### config.mk
export PLATFORM = sky130hd
export DESIGN_NAME = os_tick_timer
export DESIGN_NICKNAME = d
export VERILOG_FILES = /design/src/rtl/os_timer_pkg.sv /design/src/rtl/ost_counter.sv /design/src/rtl/ost_status.sv /design/src/rtl/ost_regs.sv /design/src/rtl/os_tick_timer.sv
export SDC_FILE = /design/constraint.sdc
export NUM_CORES = 1
export LEC_CHECK = 0
export ABC_AREA = 1
export CORE_UTILIZATION = 52
export DETAILED_ROUTE_END_ITERATION = 10
export DONT_BUFFER_PORTS = 1
export HOLD_SLACK_MARGIN = 0.06
export MAX_ROUTING_LAYER = met4
export PLACE_DENSITY = 0.66
export SLEW_MARGIN = 30
export SYNTH_ARGS = -nofsm -noshare
export SYNTH_HDL_FRONTEND = slang
export SYNTH_SLANG_ARGS = --single-unit
### constraint.sdc
create_clock -name clk -period 2.3 [get_ports clk]
set_input_delay 0.115 -clock clk [delete_from_list [all_inputs] [get_ports clk]]
set_output_delay 0.115 -clock clk [all_outputs]
set_load 0.02 [all_outputs]
### src/rtl/os_timer_pkg.sv
// Package: register offsets and widths shared by the timer modules.
// Assumes word-aligned byte offsets on an 8-bit address.
package os_timer_pkg;
    localparam int BUS_ADDR_W = 8;
    localparam int BUS_DATA_W = 32;

    localparam logic [BUS_ADDR_W-1:0] OFS_MATCH  = 8'h00;
    localparam logic [BUS_ADDR_W-1:0] OFS_COUNT  = 8'h10;
    localparam logic [BUS_ADDR_W-1:0] OFS_STATUS = 8'h14;
    localparam logic [BUS_ADDR_W-1:0] OFS_IRQEN  = 8'h1c;
endpackage

### src/rtl/ost_counter.sv
// Module: armed up-counter with a single equality compare.
// The counter moves only while armed. Loading a new match value arms it and
// drops the tick of that cycle. On reaching the match value the counter
// stops there and disarms. hit is a one-cycle combinational pulse.
module ost_counter #(
    parameter int CNT_W = 32
) (
    input  logic             clk,
    input  logic             rst_n,
    input  logic             tick_en,
    input  logic             load_match,
    input  logic [CNT_W-1:0] match_val,
    output logic [CNT_W-1:0] count,
    output logic             hit
);
    logic [CNT_W-1:0] cnt_q;
    logic [CNT_W-1:0] cnt_nxt;
    logic             armed_q;
    logic             step;

    // Decide whether this cycle advances the counter and whether it hits.
    always_comb begin
        step    = armed_q && tick_en && !load_match;
        cnt_nxt = cnt_q + 1'b1;
        hit     = step && (cnt_nxt == match_val);
    end

    // Counter and arm state; a load re-arms, a hit disarms.
    always_ff @(posedge clk) begin
        if (!rst_n) begin
            cnt_q   <= '0;
            armed_q <= 1'b0;
        end else if (load_match) begin
            armed_q <= 1'b1;
        end else if (step) begin
            cnt_q <= cnt_nxt;
            if (hit) armed_q <= 1'b0;
        end
    end

    assign count = cnt_q;

    a_r3_advance: assert property (@(posedge clk) disable iff (!rst_n)
        (armed_q && tick_en && !load_match) |=> (cnt_q == $past(cnt_q) + 1'b1));
    a_r4_frozen: assert property (@(posedge clk) disable iff (!rst_n)
        (!armed_q && !load_match) |=> $stable(cnt_q));
    a_r4_disarm: assert property (@(posedge clk) disable iff (!rst_n)
        hit |=> (!armed_q && cnt_q == $past(match_val)));
    a_r2_arm: assert property (@(posedge clk) disable iff (!rst_n)
        load_match |=> (armed_q && $stable(cnt_q)));
endmodule

### src/rtl/ost_status.sv
// Module: status flag and level interrupt.
// Assumes hit is the one-cycle match pulse and irq_on reflects the enable
// register as it was before this edge. A match outranks a clear.
module ost_status (
    input  logic clk,
    input  logic rst_n,
    input  logic hit,
    input  logic irq_on,
    input  logic clear,
    output logic status,
    output logic irq
);
    logic status_q;
    logic raise;

    // A match only raises the flag when interrupts are enabled.
    always_comb raise = hit && irq_on;

    // Status flag: set by an enabled match, cleared by a zero write.
    always_ff @(posedge clk) begin
        if (!rst_n)       status_q <= 1'b0;
        else if (raise)   status_q <= 1'b1;
        else if (clear)   status_q <= 1'b0;
    end

    assign status = status_q;
    assign irq    = status_q;

    a_r10_match_wins: assert property (@(posedge clk) disable iff (!rst_n)
        (hit && irq_on && clear) |=> status_q);
    a_r6_no_raise: assert property (@(posedge clk) disable iff (!rst_n)
        (!status_q && !(hit && irq_on)) |=> !status_q);
    a_r7_clear: assert property (@(posedge clk) disable iff (!rst_n)
        (status_q && clear && !hit) |=> !status_q);
    a_r8_level: assert property (@(posedge clk) disable iff (!rst_n)
        (status_q && !clear) |=> status_q);
endmodule

### src/rtl/ost_regs.sv
// Module: register decode, match and interrupt-enable storage, read mux.
// Assumes full-word accesses at word-aligned offsets. Any other offset
// reads zero and ignores writes.
module ost_regs
    import os_timer_pkg::*;
#(
    parameter int ADDR_W = BUS_ADDR_W,
    parameter int DATA_W = BUS_DATA_W,
    parameter int CNT_W  = 32
) (
    input  logic              clk,
    input  logic              rst_n,
    input  logic [ADDR_W-1:0] addr,
    input  logic              we,
    input  logic [DATA_W-1:0] wdata,
    input  logic [CNT_W-1:0]  count,
    input  logic              status,
    output logic              load_match,
    output logic [CNT_W-1:0]  match_val,
    output logic              irq_on,
    output logic              clear,
    output logic [DATA_W-1:0] rdata
);
    logic [CNT_W-1:0]  match_q;
    logic [DATA_W-1:0] irqen_q;
    logic sel_match, sel_count, sel_status, sel_irqen;

    // Address decode of the mapped offsets.
    always_comb begin
        sel_match  = (addr == ADDR_W'(OFS_MATCH));
        sel_count  = (addr == ADDR_W'(OFS_COUNT));
        sel_status = (addr == ADDR_W'(OFS_STATUS));
        sel_irqen  = (addr == ADDR_W'(OFS_IRQEN));
        load_match = we && sel_match;
        clear      = we && sel_status && (wdata == '0);
    end

    // Match and interrupt-enable storage.
    always_ff @(posedge clk) begin
        if (!rst_n) begin
            match_q <= '0;
            irqen_q <= '0;
        end else begin
            if (load_match)       match_q <= wdata[CNT_W-1:0];
            if (we && sel_irqen)  irqen_q <= wdata;
        end
    end

    assign match_val = match_q;
    assign irq_on    = |irqen_q;

    // Read mux; narrow fields are zero-extended.
    always_comb begin
        rdata = '0;
        if (sel_match)       rdata[CNT_W-1:0] = match_q;
        else if (sel_count)  rdata[CNT_W-1:0] = count;
        else if (sel_status) rdata[0]         = status;
        else if (sel_irqen)  rdata            = irqen_q;
    end

    a_r5_irqen_store: assert property (@(posedge clk) disable iff (!rst_n)
        (we && sel_irqen) |=> (irqen_q == $past(wdata)));
    a_r9_no_stray: assert property (@(posedge clk) disable iff (!rst_n)
        !(we && (sel_match || sel_irqen)) |=> ($stable(match_q) && $stable(irqen_q)));
    a_r9_unmapped_read: assert property (@(posedge clk) disable iff (!rst_n)
        !(sel_match || sel_count || sel_status || sel_irqen) |-> (rdata == '0));
endmodule

### src/rtl/os_tick_timer.sv
// Module: top of the match-compare tick timer.
// Ties the register block, the armed counter and the status flag together.
// Assumes CNT_W <= DATA_W and tick_en pulses for one cycle per step.
module os_tick_timer
    import os_timer_pkg::*;
#(
    parameter int ADDR_W = BUS_ADDR_W,
    parameter int DATA_W = BUS_DATA_W,
    parameter int CNT_W  = 32
) (
    input  logic              clk,
    input  logic              rst_n,
    input  logic              tick_en,
    input  logic [ADDR_W-1:0] bus_addr,
    input  logic              bus_we,
    input  logic [DATA_W-1:0] bus_wdata,
    output logic [DATA_W-1:0] bus_rdata,
    output logic              irq
);
    logic             load_match;
    logic [CNT_W-1:0] match_val;
    logic [CNT_W-1:0] count;
    logic             hit;
    logic             irq_on;
    logic             clear;
    logic             status;

    ost_regs #(.ADDR_W(ADDR_W), .DATA_W(DATA_W), .CNT_W(CNT_W)) u_regs (
        .clk(clk), .rst_n(rst_n), .addr(bus_addr), .we(bus_we),
        .wdata(bus_wdata), .count(count), .status(status),
        .load_match(load_match), .match_val(match_val),
        .irq_on(irq_on), .clear(clear), .rdata(bus_rdata)
    );

    ost_counter #(.CNT_W(CNT_W)) u_counter (
        .clk(clk), .rst_n(rst_n), .tick_en(tick_en),
        .load_match(load_match), .match_val(match_val),
        .count(count), .hit(hit)
    );

    ost_status u_status (
        .clk(clk), .rst_n(rst_n), .hit(hit), .irq_on(irq_on),
        .clear(clear), .status(status), .irq(irq)
    );

    a_r1_quiet_after_reset: assert property (@(posedge clk)
        !rst_n |=> (!irq && count == '0));
endmodule

# [Word level (Yosys, flattened, before mapping)]
# Index checks and enable logic that the tools add are counted.
[totals] register_bits=98 latch_bits=0 mem_bits_rw=0 rom_bits=0 input_bits=44 out_inout_bits=33 n_memories=0
[classes] add_sub_neg=1 multipliers=0 n_div=0 order_cmp=0 eq_ne=4 shift=0 mux=10 n_bitwise=1 reduce_logical=17
[ops] operator="2-to-1 mux 32 bit" count=3
[ops] operator="adder 32 x 1 -> 32 bit (second input constant)" count=1
[ops] operator="equality test 32 bit" count=1
[ops] operator="zero test 32 bit" count=1
[ops] operator="OR reduction 32 bit" count=1
[ops] operator="2-to-1 mux 31 bit" count=1
[ops] operator="equality test 8 x 5 -> 1 bit (second input constant)" count=3
[ops] operator="logical AND 1 bit" count=8
[ops] operator="zero test 8 bit" count=1
[ops] operator="2-to-1 mux 1 bit" count=6
[ops] operator="nonzero test 2 bit" count=3
[ops] operator="AND reduction 2 bit" count=2
[ops] operator="zero test 1 bit" count=1
[ops] operator="inverter 1 bit" count=1

# [Longest topological paths before layout]
# Gate-level depths: netlist of run 1.
[logic_depth] word_depth=8 mapped_depth=16 mapped_depth_nobuf=16

# [Modules after synthesis]
# From an unflattened synthesis of run 1, not the netlist that was laid out.
[unflattened] hier_cells=1161 hier_area_um2=6686.4
[by_module_without_submodules] mod="ost_regs" instances=1 cells_each=612 area_each_um2=3686.0
[by_module_without_submodules] mod="ost_counter" instances=1 cells_each=542 area_each_um2=2949.1
[by_module_without_submodules] mod="ost_status" instances=1 cells_each=7 area_each_um2=51.3

# [Worst setup path before layout of run 1]
# No wires, ideal clock.
[synth_timing] path_kind="reg2reg" from="reg u_counter.cnt_q[0] (netlist: u_counter.count[0])" to="reg u_counter.armed_q" arrival_time_ps=1702 t_required_ps=2187 path_slack_ps=485 path_stages_with_launch=17 path_buffers=0 path_cell_list="dfxtp_1 -> ha_1 -> nand2_2 -> nor2_4 -> nand2_2 -> nor2_4 -> nand2_1 -> nand2_1 -> nand2_1 -> nand2_1 -> nand2_1 -> nor2_1 -> nand2_1 -> nor2_1 -> nand3_1 -> nand2_1 -> nor2_1"
[synth_via] elab_chain_cells=5
[synth_lines] element="start: declaration" line_no="ost_counter.sv:16" rtl="logic [CNT_W-1:0] cnt_q;"
[synth_lines] element="start signal: assignment" line_no="ost_counter.sv:36" rtl="cnt_q <= cnt_nxt;"
[synth_lines] element="adder 32 x 1 -> 32 bit" line_no="ost_counter.sv:24" rtl="cnt_nxt = cnt_q + 1'b1;"
[synth_lines] element="equality test 32 bit" line_no="ost_counter.sv:25" rtl="hit = step && (cnt_nxt == match_val);"
[synth_lines] element="logical AND 1 bit" line_no="ost_counter.sv:25"
[synth_lines] element="nonzero test 2 bit (no line)"
[synth_lines] element="AND reduction 2 bit (no line)"
[synth_lines] element="end signal: assignment" line_no="ost_counter.sv:32" rtl="armed_q <= 1'b0;"
[synth_lines] element="end signal: assignment" line_no="ost_counter.sv:34" rtl="armed_q <= 1'b1;"
[synth_lines] element="end signal: assignment" line_no="ost_counter.sv:37" rtl="if (hit) armed_q <= 1'b0;"
[synth_lines] element="end: declaration" line_no="ost_counter.sv:18" rtl="logic armed_q;"
# No other way between the ends.
# A chain may end at the register's enable or synchronous reset.

# [Final worst setup path of run 1]
[layout_timing] from="reg u_counter.cnt_q[1] (netlist: u_counter.count[1])" to="reg u_status.status_q (netlist: u_status.irq)"
[layout_via] elab_chain_cells=5
[layout_lines] element="adder 32 x 1 -> 32 bit *" line_no="ost_counter.sv:24"
[layout_lines] element="equality test 32 bit *" line_no="ost_counter.sv:25"
[layout_lines] element="logical AND 1 bit *" line_no="ost_counter.sv:25"
[layout_lines] element="logical AND 1 bit *" line_no="ost_status.sv:17" rtl="always_comb raise = hit && irq_on;"
[layout_lines] element="2-to-1 mux 1 bit or nonzero test 2 bit (tied branches)"
[layout_lines] element="end signal: assignment" line_no="ost_status.sv:21" rtl="if (!rst_n) status_q <= 1'b0;"
[layout_lines] element="end signal: assignment" line_no="ost_status.sv:22" rtl="else if (raise) status_q <= 1'b1;"
[layout_lines] element="end signal: assignment" line_no="ost_status.sv:23" rtl="else if (clear) status_q <= 1'b0;"
[layout_lines] element="end: declaration" line_no="ost_status.sv:13" rtl="logic status_q;"
# Mark *: on every way between the ends. The rest lies on a longest branch, timed or not.

==> results of run 1 <==
## stage by stage
| stage | util, % | area, sq um | setup slack (ns) | TNS, ns | cells |
|---|---|---|---|---|---|
| floorplan | - | 5800 | 0.485 | 0 | 913 |
| global placement | 55.9 | 6060 | 0.0925 | 0 | 1042 |
| detailed placement | 55.9 | 6060 | -0.0241 | -0.0241 | 1042 |
| CTS | 60.7 | 6580 | 0.0221 | 0 | 1090 |
| global route | 62.2 | 6750 | -0.0281 | -0.0281 | 1100 |
| finish | 62.2 | 6750 | 0.0904 | 0 | 1100 |
## registers in the layout (all words and copies together), names as in the netlist
register	flops
u_regs.irqen_q	32
u_regs.match_val	32
u_status.irq	1
u_counter.armed_q	1
u_counter.count	32
## worst max-delay path: cells and delay by family (launching register included)
family | cells | cell delay (ns)
AO/OA/AOI/OAI | 1 | 0.16
adder cells (fa/ha/maj) | 1 | 0.15
flip-flops | 1 | 0.38
AND/OR/NAND/NOR | 11 | 1.45
## power breakdown
| group | leakage [uW] | switching [uW] | internal, uW |
|---|---|---|---|
| sequential | 0.000793 | 2.89 | 1700 |
| clock | 0.0000814 | 647 | 418 |
| combinational | 0.00196 | 82.3 | 65.4 |
| total | 0.00283 | 732 | 2180 |
## kinds of logic (layout without fill, tap and decap cells)
logic type	count (synthesis)	count (layout)
AO/OA/AOI/OAI	234	234
flip-flops	98	98
buffers and inverters	182	229
adder cells (fa/ha/maj)	1	1
XOR/XNOR	9	9
AND/OR/NAND/NOR	389	389
## cell type report
class                           count  area share (%)
Clock buffer                       11            2.10
Clock inverter                      4           0.427
Inverter                          142            7.90
Multi-Input combinational cell    633            47.8
Sequential cell                    98            29.3
Tap cell                          140            2.60
Timing Repair Buffer               72            9.92
## per-layer routing
layer / vias to the layer above / GRT usage [%] / wire length, microns / part of all wire (%)
met5: - / - / 0 / 0
met4: 0 / 11.9 / 409 / 2.0
met3: 35 / 9.99 / 2120 / 11
met2: 308 / 50.7 / 8430 / 42
met1: 2862 / 50.5 / 9110 / 45
li1: 3093 / - / - / -
## cell usage in the layout, fill, tap and decap left out, types with 2 or more instances in the layout
cell type / n
o21ai_0: 108
buf_12: 2
clkbuf_8: 10
clkinv_1: 2
nor4_1: 9
a31oi_1: 4
a211oi_1: 3
nand2_1: 199
o211ai_1: 6
nand2_4: 4
a21oi_1: 80
nand3_1: 60
nor2_2: 6
xor2_1: 5
nor2_4: 9
o221ai_1: 29
xnor3_1: 3
dlygate4sd3_1: 32
dfxtp_1: 91
inv_1: 139
nand4_1: 14
nor2_1: 75
o21ai_1: 2
nand3_2: 3
nand2_2: 5
dfxtp_2: 5
buf_4: 36
dfxtp_4: 2
clkinvlp_4: 2
## worst paths after layout
path / start / to / slack [ns] / cells after the start
setup reg to reg: u_counter.count[1] / u_status.irq / 0.09 / 13
hold / removal: bus_wdata[3] / u_regs.match_val[3] / 0.09 / 2
setup / recovery: u_counter.count[1] / u_status.irq / 0.09 / 13
hold reg to reg: u_regs.irqen_q[23] / u_regs.irqen_q[23] / 0.50 / 2
## what timing repair did
item,CTS,global route
pin swaps,1,11
endpoints found under the hold margin,90,0
hold buffers,33,0
gates cloned,0,0
buffers inserted,0,10
gates resized for setup,2,27
setup endpoints to repair,1,2
==> results.json, run 1 <==
{
  "syn_area_sq_um": 5800,
  "hold_viol_final": 0,
  "clk_pin_slew_worst_paths_ns": 0.10,
  "yosysMostFrequentCell": "nand2_1",
  "seq_area_frac_synth_pct": 33.9,
  "synth_fp_nets": 958,
  "yosys_register_bits": 98,
  "syn_inst": 913,
  "drt-wirelength-per-cell_microns": 18.2,
  "holdWs_ns": 0.0933,
  "drt_pre_antenna_iters": 6,
  "synth_top_family_by_area": "simple AND/OR/NAND/NOR gates",
  "track_usage_pct": 36.4,
  "synthFlopType": "dfxtp_1",
  "yosys.area_share.simple_pct": 29.4,
  "grt_pass1_wl_mm": 30.4,
  "max_freq_mhz": 453,
  "postRouteAntennaNets": 0,
  "place_hpwl_mm": 14.7,
  "clock-sinks": 98,
  "grt_start_max_net_pins": 91,
  "nets": 1001,
  "synthXorXnorAreaFrac_pct": 2.07,
  "endpoint_kind": "flip-flop",
  "vias_per_cell": 5.73,
  "grt_pass1_vias": 5738,
  "core.rowCount": 38,
  "yosysUniqueCellTypes": 33,
  "cts_buffers": 9,
  "die_w_microns": 108,
  "die_h_microns": 108,
  "start_util_pct": 53.5,
  "drive_above_1_share_pct": 9.58,
  "overflow": 0,
  "peakVddDrop_v": 0.000401,
  "synth_edf_count": 0,
  "status": "completed",
  "finalCritPeriodShare_pct": 96.1,
  "fillCellCount": 1055,
  "crit_chain": "ha_4 -> nand2_4 -> nor2_4 -> nand2_4 -> nor2_4 -> nand3_1 -> nand3_1 -> nand2_1 -> nor2_1 -> nand2_1 -> nor2_4 -> nand4_1 -> a21oi_1",
  "vias": 6298,
  "crit_arrival_ns": 2.53,
  "cp_slowest_cell": "dfxtp_4",
  "clock_skew_ns": 0.0142,
  "startpoint_type": "flip-flop",
  "yosys_warnings": 0,
  "leakage_uw": 0.00283,
  "crit_top_cell": "nor2_4",
  "synthMuxAreaShare_pct": 0,
  "report.final.slew_viol_count": 0,
  "yosysTopAreaCellShare_pct": 33.9,
  "antenna_found_initial": 0,
  "synthTopCellsByArea": "dfxtp_1, nand2_1, o21ai_0",
  "synth_top_area_cell": "dfxtp_1",
  "hp-class": "in2reg",
  "power_density_nw_per_um2": 432,
  "dieArea_sq_um": 11600,
  "synthToLayoutAreaGrowth_pct": 16.4,
  "async_reset_ff_share_pct": 0,
  "tightest_slew_ns": 0.802,
  "drt_iter0_drc": 740,
  "coreArea_sq_um": 10800,
  "critPathKind": "reg2reg",
  "drv_cap": 0,
  "register_area_sq_um": 1980,
  "insertedDiodeCount": 0,
  "io_pins": 77,
  "synth_area_per_cell_sq_um": 6.35,
  "clkLatencyLatePin_ns": 0.39,
  "fin_crit_ns": 2.21,
  "required_ns": 2.62,
  "worst_path_largest_cell_delay_ns": 0.38,
  "drc_errors": 0,
  "drt-total-wl_mm": 20.1,
  "cp_max_fo": 7,
  "synthAdderAreaFrac_pct": 0.216,
  "root_buffer": "clkbuf_8",
  "io_buffers": 0,
  "clockBufferDepth": 2,
  "setup_violations": 0,
  "relSlewSlack_pct": 46.5,
  "synthTopCellsByCount": "nand2_1, inv_1, o21ai_0, dfxtp_1, a21oi_1",
  "place.gp.congestion": 0.913,
  "cts_max_level": 3,
  "tritoncts": "built",
  "multi_input_area_sq_um": 3220,
  "synth_compound_area_share_pct": 22.6,
  "finalPower_uw": 2910
}
Note: power is estimated with default switching activity, not from simulation.
==> inputs of run 2 (changes only) <==
Settings changed: CELL_PAD_IN_SITES_DETAIL_PLACEMENT from default to 0, CELL_PAD_IN_SITES_GLOBAL_PLACEMENT from default to 2, CORE_UTILIZATION 52 to 34, PLACE_DENSITY 0.66 to 0.78.
==> run 2 against run 1 <==
Net effect: via count down 0.52%; fmax up 2.3%; first-iteration DRC count down 17%; clock power up 56%; register-to-register slack better by 0.05 ns; critical path type unchanged; wire length up 12%; global-route usage down 9.8 points; die area up 52%; clock skew down 0.0090 ns; sequential cell count unchanged; clock-buffer cell count down 1; final area up 3.7%.
==> results.json, run 2 (synthesized netlist as in run 1, its figures left out) <==
{
  "status": "completed",
  "root_buffer": "clkbuf_16",
  "max_freq_mhz": 463,
  "combPwrFrac_pct": 4.3,
  "vias_per_cell": 5.28,
  "vias": 6265,
  "p_sw_uw": 854,
  "track_usage_pct": 26.7,
  "mostFrequentLayoutCells": "nand2_1, inv_1, o21ai_0",
  "die_h_microns": 133,
  "highest_layer": "met4",
  "finalCritPeriodShare_pct": 93.9,
  "tritoncts": "built",
  "cts_max_level": 3,
  "insertedDiodeCount": 0,
  "crit_arrival_ns": 2.41,
  "drc_errors": 0,
  "hold_viol_final": 0,
  "hold_depth": 2,
  "core.rowCount": 47,
  "power_density_nw_per_um2": 501,
  "r2r_start": "u_counter.count[1]",
  "leakage_uw": 0.00291,
  "fin_crit_ns": 2.16,
  "drive_above_1_share_pct": 9.73,
  "critPathKind": "reg2reg",
  "reg2reg_to": "u_counter.armed_q",
  "overflow": 0,
  "hp-class": "in2reg",
  "required_ns": 2.55,
  "tns_ns": 0,
  "die_w_microns": 133,
  "multi_input_area_sq_um": 3210,
  "clkLatencyLatePin_ns": 0.36,
  "hold_start": "bus_wdata[29]",
  "endpoint_kind": "flip-flop",
  "drt_iter0_drc": 616,
  "nets": 1006,
  "io_buffers": 0,
  "cts_buffers": 9,
  "pwr-share-seq_pct": 48.5,
  "grt_start_max_net_pins": 88,
  "power_frac_clock_pct": 47.2,
  "coreArea_sq_um": 16600,
  "drt_pre_antenna_iters": 5,
  "tightest_slew_ns": 0.720,
  "grt_pass1_vias": 5784,
  "pre_cts_ws_ns": -0.0223,
  "fillCellCount": 1793,
  "clock_skew_ns": 0.00513,
  "synthToLayoutAreaGrowth_pct": 20.7,
  "register_area_sq_um": 1970,
  "place_inst": 1129,
  "startpoint_type": "flip-flop",
  "drt-wirelength-per-cell_microns": 18.9,
  "report.final.slew_viol_count": 0,
  "holdWs_ns": 0.100,
  "postRouteAntennaNets": 0,
  "finalNonFillerCells": 1186,
  "p_sw_share_pct": 24.4,
  "place.gp.congestion": 0.894,
  "antenna_found_initial": 0,
  "hold_end": "u_regs.match_val[29]",
  "drv_cap": 0,
  "start_util_pct": 34.8,
  "setup_violations": 0,
  "grt_pass1_wl_mm": 33.9,
  "wl_met3_mm": 1.53,
  "place_hpwl_mm": 16.6,
  "wl_met2_mm": 9.26,
  "setup_ws_ns": 0.140,
  "drt-total-wl_mm": 22.4,
  "clk_pin_slew_worst_paths_ns": 0.08,
  "reg2reg_slack_ns": 0.14,
  "clockBufferDepth": 2,
  "rr_worst_depth": 15,
  "relSlewSlack_pct": 51.4,
  "cp_max_fo": 5,
  "final_common_cell": "nand2_1",
  "io_pins": 77,
  "p_int_uw": 2650,
  "met1Wirelength_mm": 11.3,
  "peakVddDrop_v": 0.000328,
  "dieArea_sq_um": 17600,
  "clock-sinks": 98
}
==> run 2: how the worst max path moves through the flow <==
stage               cells past startpoint  slack, ns                 to               start
finish                                 15       0.14  u_counter.armed_q  u_counter.count[1]
global placement                       14       0.04  u_counter.armed_q  u_counter.count[0]
floorplan                              16       0.48  u_counter.armed_q  u_counter.count[0]
detailed placement                     14      -0.02  u_counter.armed_q  u_counter.count[0]
global route                           15     -0.004  u_counter.armed_q  u_counter.count[1]
CTS                                    14      0.005  u_counter.armed_q  u_counter.count[0]
==> run 2: repair_timing <==
item	4_1_cts	5_1_grt
setup buffers	0	6
hold endpoints to repair	89	0
cloned	0	0
setup endpoints to repair	2	2
resized for setup	1	20
hold buffers	35	0
pin swaps	1	4
==> run 2: power groups by stage <==
| stage | Clock [uW] | Combinational, uW | Sequential, uW |
|---|---|---|---|
| 2_1_floorplan | 0 | 66.1 | 1740 |
| 3_3_place_gp | 0 | 75.2 | 1740 |
| 3_5_place_dp | 0 | 74.0 | 1740 |
| 4_1_cts | 1670 | 149 | 1700 |
| 5_1_grt | 1750 | 166 | 1700 |
| 6_report | 1650 | 152 | 1700 |
==> run 2: metal layers <==
layer	vias to the layer above	global-route usage (%)
li1	3118	-
met5	-	-
met1	2902	39.2
met4	0	8.11
met3	17	4.06
met2	228	37.0
==> run 2: worst max-delay path, stage by stage (launching register included) <==
cell and delay [ns]:
dfxtp_4 0.38, ha_4 0.14, nand2_2 0.08, nor2_4 0.21, nand2_4 0.09, nor2_4 0.23
buf_12 0.15, nand3_1 0.08, nand3_1 0.10, nand2_1 0.05, nor2_1 0.09, nand2_1 0.10
nor2_2 0.13, nand3_1 0.10, nand2_1 0.08, nor2_1 0.04
==> run 2: final cells by class <==
class	count	share of cell area (%)
tap	220	3.93
timing repair buffer	77	9.94
clock buffer	10	3.41
inverter	142	7.62
multi-input combinational	633	45.9
sequential	98	28.2
clock inverter	6	1.00
==> run 2: through the flow <==
step | area (sq um) | total power (uW) | utilization (%)
floorplan | 5800 | 1810 | -
global placement | 6200 | 1820 | 37.3
detailed placement | 6200 | 1810 | 37.3
CTS | 6880 | 3520 | 41.3
global route | 7000 | 3610 | 42.0
finish | 7000 | 3500 | 42.0
